## src/rtl/icc_eval_pkg.sv

```systemverilog
package icc_eval_pkg;

  localparam int FLAG_W = 4;

  typedef struct packed {
    logic n;
    logic z;
    logic v;
    logic c;
  } nzvc_t;

  typedef enum logic [3:0] {
    TERM_NEVER  = 4'd0,
    TERM_Z      = 4'd1,
    TERM_LE     = 4'd2,
    TERM_LT     = 4'd3,
    TERM_LEU    = 4'd4,
    TERM_C      = 4'd5,
    TERM_N      = 4'd6,
    TERM_V      = 4'd7,
    TERM_REG_Z  = 4'd8,
    TERM_REG_LEZ = 4'd9,
    TERM_REG_N  = 4'd10,
    TERM_NONE   = 4'd11
  } term_e;

  typedef struct packed {
    logic  selWide;
    logic  useReg;
    logic  invert;
    logic  illegal;
    term_e term;
  } evalCtrl_t;

endpackage

```

## src/rtl/icc_eval_ctrl.sv

```systemverilog
module icc_eval_ctrl
  import icc_eval_pkg::*;
#(
  parameter int CC_W = 4,
  parameter int RC_W = 3
) (
  input  logic [CC_W-1:0] condCode,
  input  logic [RC_W-1:0] regCond,
  input  logic            regMode,
  input  logic            useWide,
  output evalCtrl_t       ctrl
);

  localparam int CC_SEL_W = CC_W - 1;
  localparam int RC_SEL_W = RC_W - 1;

  logic [CC_SEL_W-1:0] ccSel;
  logic [RC_SEL_W-1:0] rcSel;

  assign ccSel = condCode[CC_SEL_W-1:0];
  assign rcSel = regCond[RC_SEL_W-1:0];

  always_comb begin
    ctrl         = '0;
    ctrl.term    = TERM_NONE;
    ctrl.useReg  = regMode;
    ctrl.selWide = useWide;
    if (regMode) begin
      // upper code bit inverts the base register test
      ctrl.invert = regCond[RC_W-1];
      case (rcSel)
        2'd1:    ctrl.term = TERM_REG_Z;
        2'd2:    ctrl.term = TERM_REG_LEZ;
        2'd3:    ctrl.term = TERM_REG_N;
        default: begin
          ctrl.term    = TERM_NONE;
          ctrl.illegal = 1'b1;
        end
      endcase
    end else begin
      // upper code bit selects the complementary predicate
      ctrl.invert = condCode[CC_W-1];
      case (ccSel)
        3'd0:    ctrl.term = TERM_NEVER;
        3'd1:    ctrl.term = TERM_Z;
        3'd2:    ctrl.term = TERM_LE;
        3'd3:    ctrl.term = TERM_LT;
        3'd4:    ctrl.term = TERM_LEU;
        3'd5:    ctrl.term = TERM_C;
        3'd6:    ctrl.term = TERM_N;
        default: ctrl.term = TERM_V;
      endcase
    end
  end

endmodule

```

## src/rtl/icc_eval_dp.sv

```systemverilog
module icc_eval_dp
  import icc_eval_pkg::*;
#(
  parameter int DATA_W = 64
) (
  input  evalCtrl_t         ctrl,
  input  logic [FLAG_W-1:0] flags32,
  input  logic [FLAG_W-1:0] flags64,
  input  logic [DATA_W-1:0] regValue,
  output logic              taken,
  output logic              illegalCond
);

  localparam int SIGN_BIT = DATA_W - 1;

  nzvc_t flagSel;
  logic  regN;
  logic  regZ;
  logic  baseTerm;
  logic  signedLt;

  assign flagSel  = ctrl.selWide ? nzvc_t'(flags64) : nzvc_t'(flags32);
  assign regN     = regValue[SIGN_BIT];
  assign regZ     = ~|regValue;
  assign signedLt = flagSel.n ^ flagSel.v;

  always_comb begin
    case (ctrl.term)
      TERM_NEVER:   baseTerm = 1'b0;
      TERM_Z:       baseTerm = flagSel.z;
      TERM_LE:      baseTerm = flagSel.z | signedLt;
      TERM_LT:      baseTerm = signedLt;
      TERM_LEU:     baseTerm = flagSel.c | flagSel.z;
      TERM_C:       baseTerm = flagSel.c;
      TERM_N:       baseTerm = flagSel.n;
      TERM_V:       baseTerm = flagSel.v;
      TERM_REG_Z:   baseTerm = regZ;
      TERM_REG_LEZ: baseTerm = regN | regZ;
      TERM_REG_N:   baseTerm = regN;
      default:      baseTerm = 1'b0;
    endcase
  end

  assign illegalCond = ctrl.useReg & ctrl.illegal;
  assign taken       = ~illegalCond & (baseTerm ^ ctrl.invert);

endmodule

```

## src/rtl/icc_eval.sv

```systemverilog
module icc_eval
  import icc_eval_pkg::*;
#(
  parameter int DATA_W = 64,
  parameter int CC_W   = 4,
  parameter int RC_W   = 3
) (
  input  logic [3:0]        flags32,
  input  logic [3:0]        flags64,
  input  logic              useWide,
  input  logic [CC_W-1:0]   condCode,
  input  logic              regMode,
  input  logic [RC_W-1:0]   regCond,
  input  logic [DATA_W-1:0] regValue,
  output logic              taken,
  output logic              illegalCond
);

  evalCtrl_t ctrl;

  icc_eval_ctrl #(.CC_W(CC_W), .RC_W(RC_W)) u_ctrl (
    .condCode (condCode),
    .regCond  (regCond),
    .regMode  (regMode),
    .useWide  (useWide),
    .ctrl     (ctrl)
  );

  icc_eval_dp #(.DATA_W(DATA_W)) u_dp (
    .ctrl        (ctrl),
    .flags32     (flags32),
    .flags64     (flags64),
    .regValue    (regValue),
    .taken       (taken),
    .illegalCond (illegalCond)
  );

endmodule

```

## config.mk

```make
export PLATFORM = sky130hd
export DESIGN_NAME = icc_eval
export DESIGN_NICKNAME = d
export VERILOG_FILES = /design/src/rtl/icc_eval_pkg.sv /design/src/rtl/icc_eval_ctrl.sv /design/src/rtl/icc_eval_dp.sv /design/src/rtl/icc_eval.sv
export SDC_FILE = /design/constraint.sdc
export NUM_CORES = 1
export LEC_CHECK = 0
export ABC_AREA = 1
export CORE_MARGIN = 2
export CORE_UTILIZATION = 27
export DETAILED_ROUTE_END_ITERATION = 8
export PLACE_DENSITY = 0.91
export SYNTH_ARGS = -nofsm -noshare
export SYNTH_HDL_FRONTEND = slang
export SYNTH_SLANG_ARGS = --single-unit
```

## constraint.sdc

```tcl
create_clock -name vclk -period 4
set_input_delay 0.8 -clock vclk [all_inputs]
set_output_delay 0.8 -clock vclk [all_outputs]
set_load 0.1 [all_outputs]
```

Word level (Yosys, flattened, before mapping)
Cells that the tools add are included.

storage, ports and cells
  register bits after elaboration = 0
  bits of input ports = 81
  output and inout bits = 2
  word-level logic and storage cells = 39

cells by class
  bitwise gates (word level) = 8
  reduce and logical (&&, ||, !) cells = 4
  eq/ne operators = 19
  mux-type cells = 8

operators with widths
  cell                                                              count
  64-bit OR reduction                                               1
  3-bit one-hot mux with 7 select lines                             1
  4-bit by 3-bit == test with 1-bit output (second input constant)  4
  4-bit == test (second input constant)                             3
  1-bit one-hot mux with 10 select lines                            1
  3-bit == test (second input constant)                             3
  4-bit by 2-bit == test with 1-bit output (second input constant)  2
  4-bit 2-to-1 mux                                                  2
  3-bit by 2-bit == test with 1-bit output (second input constant)  2
  2-bit one-hot mux with 3 select lines                             1
  2-bit == test (second input constant)                             2
  4-bit by 1-bit == test with 1-bit output (second input constant)  1
  3-bit by 1-bit == test with 1-bit output (second input constant)  1
  3-bit logical NOT                                                 1
  1-bit 2-to-1 mux                                                  3
  1-bit bitwise OR                                                  3
  3-bit OR reduction                                                1
  1-bit bitwise AND                                                 2
  2-bit by 1-bit == test with 1-bit output (second input constant)  1
  1-bit bitwise XOR                                                 2
  1-bit logical NOT                                                 1
  1-bit inverter                                                    1

Depth between registers and ports, before layout
  depth in word-level cells = 7
  mapped depth = 13
  gate-level depth less buffers = 13

Modules after synthesis
Synthesis repeated with hierarchy kept, for this count alone.

unflattened totals
  cells, all modules = 151
  area, all modules = 688.2 sq um

by module, submodules not included
  module         instances  sequential area each (sq um)  area each (sq um)  cells an instance
  icc_eval_dp    1          0.0                           565.5              130
  icc_eval_ctrl  1          0.0                           122.6              21

Least setup slack after synthesis
No wires, ideal clock.

  path type = input port to output port
  start point = in regCond[0]
  end point = out taken
  slack = 0.171 ns
  path buffers = 0
  required time = 3.200 ns
  cell stages on the path = 11
  arrival time = 3.029 ns
  cell sequence = inv_1 > ha_1 > nand2_2 > o21ai_2 > nand3_1 > nor2_1 > nor2_1 > nand3_2 > nor2_1 > a21oi_1 > nor2_1

between the ends
  cells in the longest elaborated chain, start to end = 7
  elaborated cells on any way between the ends = 23
  classes of those cells = eq/ne (13); mux (5); bitwise (4); reduce/logical (1)

RTL lines
  what                                                                         RTL line                                  text
  start, declared                                                              icc_eval.sv:13                            input logic [RC_W-1:0] regCond,
  2-bit == test or 2-bit by 1-bit == test with 1-bit output (tied branches)    icc_eval_ctrl.sv:31                       case (rcSel)
  2-bit one-hot mux with 3 select lines or 3-bit OR reduction (tied branches)  -
  4-bit 2-to-1 mux or 1-bit 2-to-1 mux (tied branches)                         icc_eval_ctrl.sv:28, icc_eval_ctrl.sv:31
  4-bit == test, or another cell as far along                                  icc_eval_dp.sv:28                         case (ctrl.term)
  1-bit one-hot mux with 10 select lines or 1-bit bitwise AND (tied branches)  icc_eval_dp.sv:28, icc_eval_dp.sv:44
  1-bit bitwise XOR or 1-bit inverter (tied branches)                          icc_eval_dp.sv:45                         assign taken = ~illegalCond & (baseTerm ^ ctrl.invert);
  1-bit bitwise AND (*)                                                        icc_eval_dp.sv:45
  end, declared                                                                icc_eval.sv:15                            output logic taken,

Mark *: on every way between the ends. The rest lies on a longest branch, timed or not.

Final worst setup path
Same ends and word-level chain as after synthesis.

==> results.sh <==
export IMPL_p_sw_mw=0.05845
export IMPL_postLayoutCoreUtil_pct=67.33
export IMPL_setup_tns_ns=0
export IMPL_num_vias=1055
export IMPL_final_hold_viol_count=0
export IMPL_die_h_um=50.97
export IMPL_cp_start_kind="primary input"
export IMPL_grtUsageTotal_pct=17.64
export IMPL_n_fill_cell=209
export IMPL_timing_hold_ws_ns=2.512
export IMPL_drive_above_1_share_pct=5.069
export IMPL_layout_commonest_cell="clkdlybuf4s50_1"
export IMPL_drt_iter0_drc=12
export IMPL_grt_pass1_vias=977
export IMPL_fp_coreArea_um2=2148
export IMPL_worstMarginPinSlew_ns=0.4753
export IMPL_ys_seq_area_share_pct=0
export IMPL_worstPathRequired_ns=3.20
export IMPL_max_clock_freq_mhz=275.9
export IMPL_power_clock_fraction_pct=0
export IMPL_min_path_type="primary input to primary output"
export IMPL_p_int_mw=0.09268
export IMPL_routed_wirelength_um=2367
export IMPL_cellPowerDensity_nw_per_um2=104.5
export IMPL_nets=301
export IMPL_crit_arrival_ns=2.82
export IMPL_yosysTopAreaCell="nor2_1"
export IMPL_drt_vias_per_instance=4.306
export IMPL_yosysWarnings=0
export IMPL_relSlewSlack_pct=68.21
export IMPL_worst_path_buf_inv=3
export IMPL_post_cts_repair_setup_buffers=0
export IMPL_worst_ir_drop_vdd_mv=0.07489
export IMPL_slew_violations=0
export IMPL_ios=83
export IMPL_wl_per_cell_um=9.661
export IMPL_syn_avg_cell_area_um2=4.379
export IMPL_cp_slowest_cell="clkdlybuf4s50_1"
export IMPL_dieArea_um2=2597
export IMPL_final_cell_mix="clkdlybuf4s50_1 (81), nor2_1 (51), nand2_1 (49)"
export IMPL_finalSetupViolations=0
export IMPL_drc=0
export IMPL_power_mw=0.1511
export IMPL_pwr_share_comb_pct=100.0
export IMPL_drt_pass1_iter_count=4
export IMPL_final_cell_area_um2=1446
export IMPL_rsz0062_at_grt="no"
export IMPL_cp_end_kind="primary output"
export IMPL_setup_ws_ns=0.3760
export IMPL_clkbuf_count=0
export IMPL_dpl_cell_area_um2=1446
export IMPL_hold_buffers=0
export IMPL_dp_cells=245
export IMPL_rows=17
export IMPL_instances_no_fill=245
export IMPL_synth_cell_type_count=15
export IMPL_cp_common_cell="nor2_1"
export IMPL_seq_cell_count=0
export IMPL_yosys_top_cells_area="nor2_1 (32%), nand2_1 (31%), inv_1 (6.9%), nand2_2 (5.3%), nand4_1 (4.2%)"
export IMPL_whs_endpoint="taken"
export IMPL_grt_max_degree=13
export IMPL_postRouteAntennaNets=0
export IMPL_p_seq_share_pct=0
export IMPL_cap_violations=0
export IMPL_netlist_instances=136
export IMPL_dpl_worst_slack_ns=0.4188
export IMPL_initial_core_util_pct=27.72
export IMPL_antenna_found_initial=0
export IMPL_grt_pass1_wl_um=3746
export IMPL_crit_path_cell_trace="clkdlybuf4s50_1 > inv_1 > ha_1 > nand2_2 > o21ai_2 > nand3_1 > nor2_1 > nor2_1 > nand3_2 > nor2_1 > a21oi_1 > nor2_1 > buf_12"
export IMPL_path_delay_family="buffers and inverters"
export IMPL_regArea_um2=0
export IMPL_detailed_place_hpwl_um=2201
export IMPL_synth_cell_area_um2=595.6
export IMPL_hold_path_startpoint="condCode[3]"
export IMPL_worstPathMaxFanout=4
export IMPL_finalCritPeriodShare_pct=90.60
export IMPL_grt_overflow=0
export IMPL_switching_share_pct=38.67
export IMPL_min_path_cells=5
export IMPL_critPathKind="primary input to primary output"
export IMPL_cts_resized=0
export IMPL_syn_to_final_growth_pct=142.9
export IMPL_io_buffers=83
export IMPL_gp_congestion=0.8675
export IMPL_diodes=0
export IMPL_critical_path_max_stage_delay_ns=0.49
export IMPL_status="finished, final reports clean"
export IMPL_die_w_um=50.97
export IMPL_synth_top_cell_area_share_pct=32.14
export IMPL_finalCriticalPeriod_ns=3.624
export IMPL_p_leak_nw=0.6457
export IMPL_syn_nets=218
how the worst max path moves through the flow:
| stage | startpoint | end | slack, ns | depth (start not counted) |
|---|---|---|---|---|
| 4_1_cts | regCond[0] | taken | 0.40 | 13 |
| 2_1_floorplan | regCond[0] | taken | 0.17 | 11 |
| 6_report | regCond[0] | taken | 0.38 | 13 |
| 3_3_place_gp | regCond[0] | taken | 0.46 | 13 |
| 5_1_grt | regMode | taken | 0.15 | 12 |
| 3_5_place_dp | regCond[0] | taken | 0.42 | 13 |
metal layers:
layer  share of wire [%]  global-route usage, %
met1                  37                  16.67
met4                   0                      0
met2                  53                  39.39
met5                   0                      0
met3                  11                  3.509
cell usage after synthesis, drive strengths merged:
cell type / count
a21oi: 1
and2: 1
buf: 2
ha: 1
inv: 12
mux2i: 1
nand2: 54
nand3: 5
nand4: 4
nor2: 51
o21ai: 4
power groups by stage:
stage	sequential [mW]	combinational, mW	clock, mW
2_1_floorplan	0	0.0582	0
3_3_place_gp	0	0.149	0
3_5_place_dp	0	0.151	0
4_1_cts	0	0.151	0
5_1_grt	0	0.164	0
6_report	0	0.151	0
cell families after synthesis:
group / after synthesis / share of synthesized area [%]
and+or+nand+nor: 115 / 78.57
AOI/OAI and AO/OA: 5 / 5.462
muxes: 1 / 1.681
adders and majority gates: 1 / 2.101
buffers and inverters: 14 / 12.18
layout make-up:
type / instances / area (um^2) / share of cell area (%)
Inverter: 12 / 50.05 / 3.460
Tap cell: 28 / 35.03 / 2.422
Multi-Input combinational cell: 122 / 523.0 / 36.16
Timing Repair Buffer: 83 / 838.3 / 57.96
(Power assumes the default switching activity.)
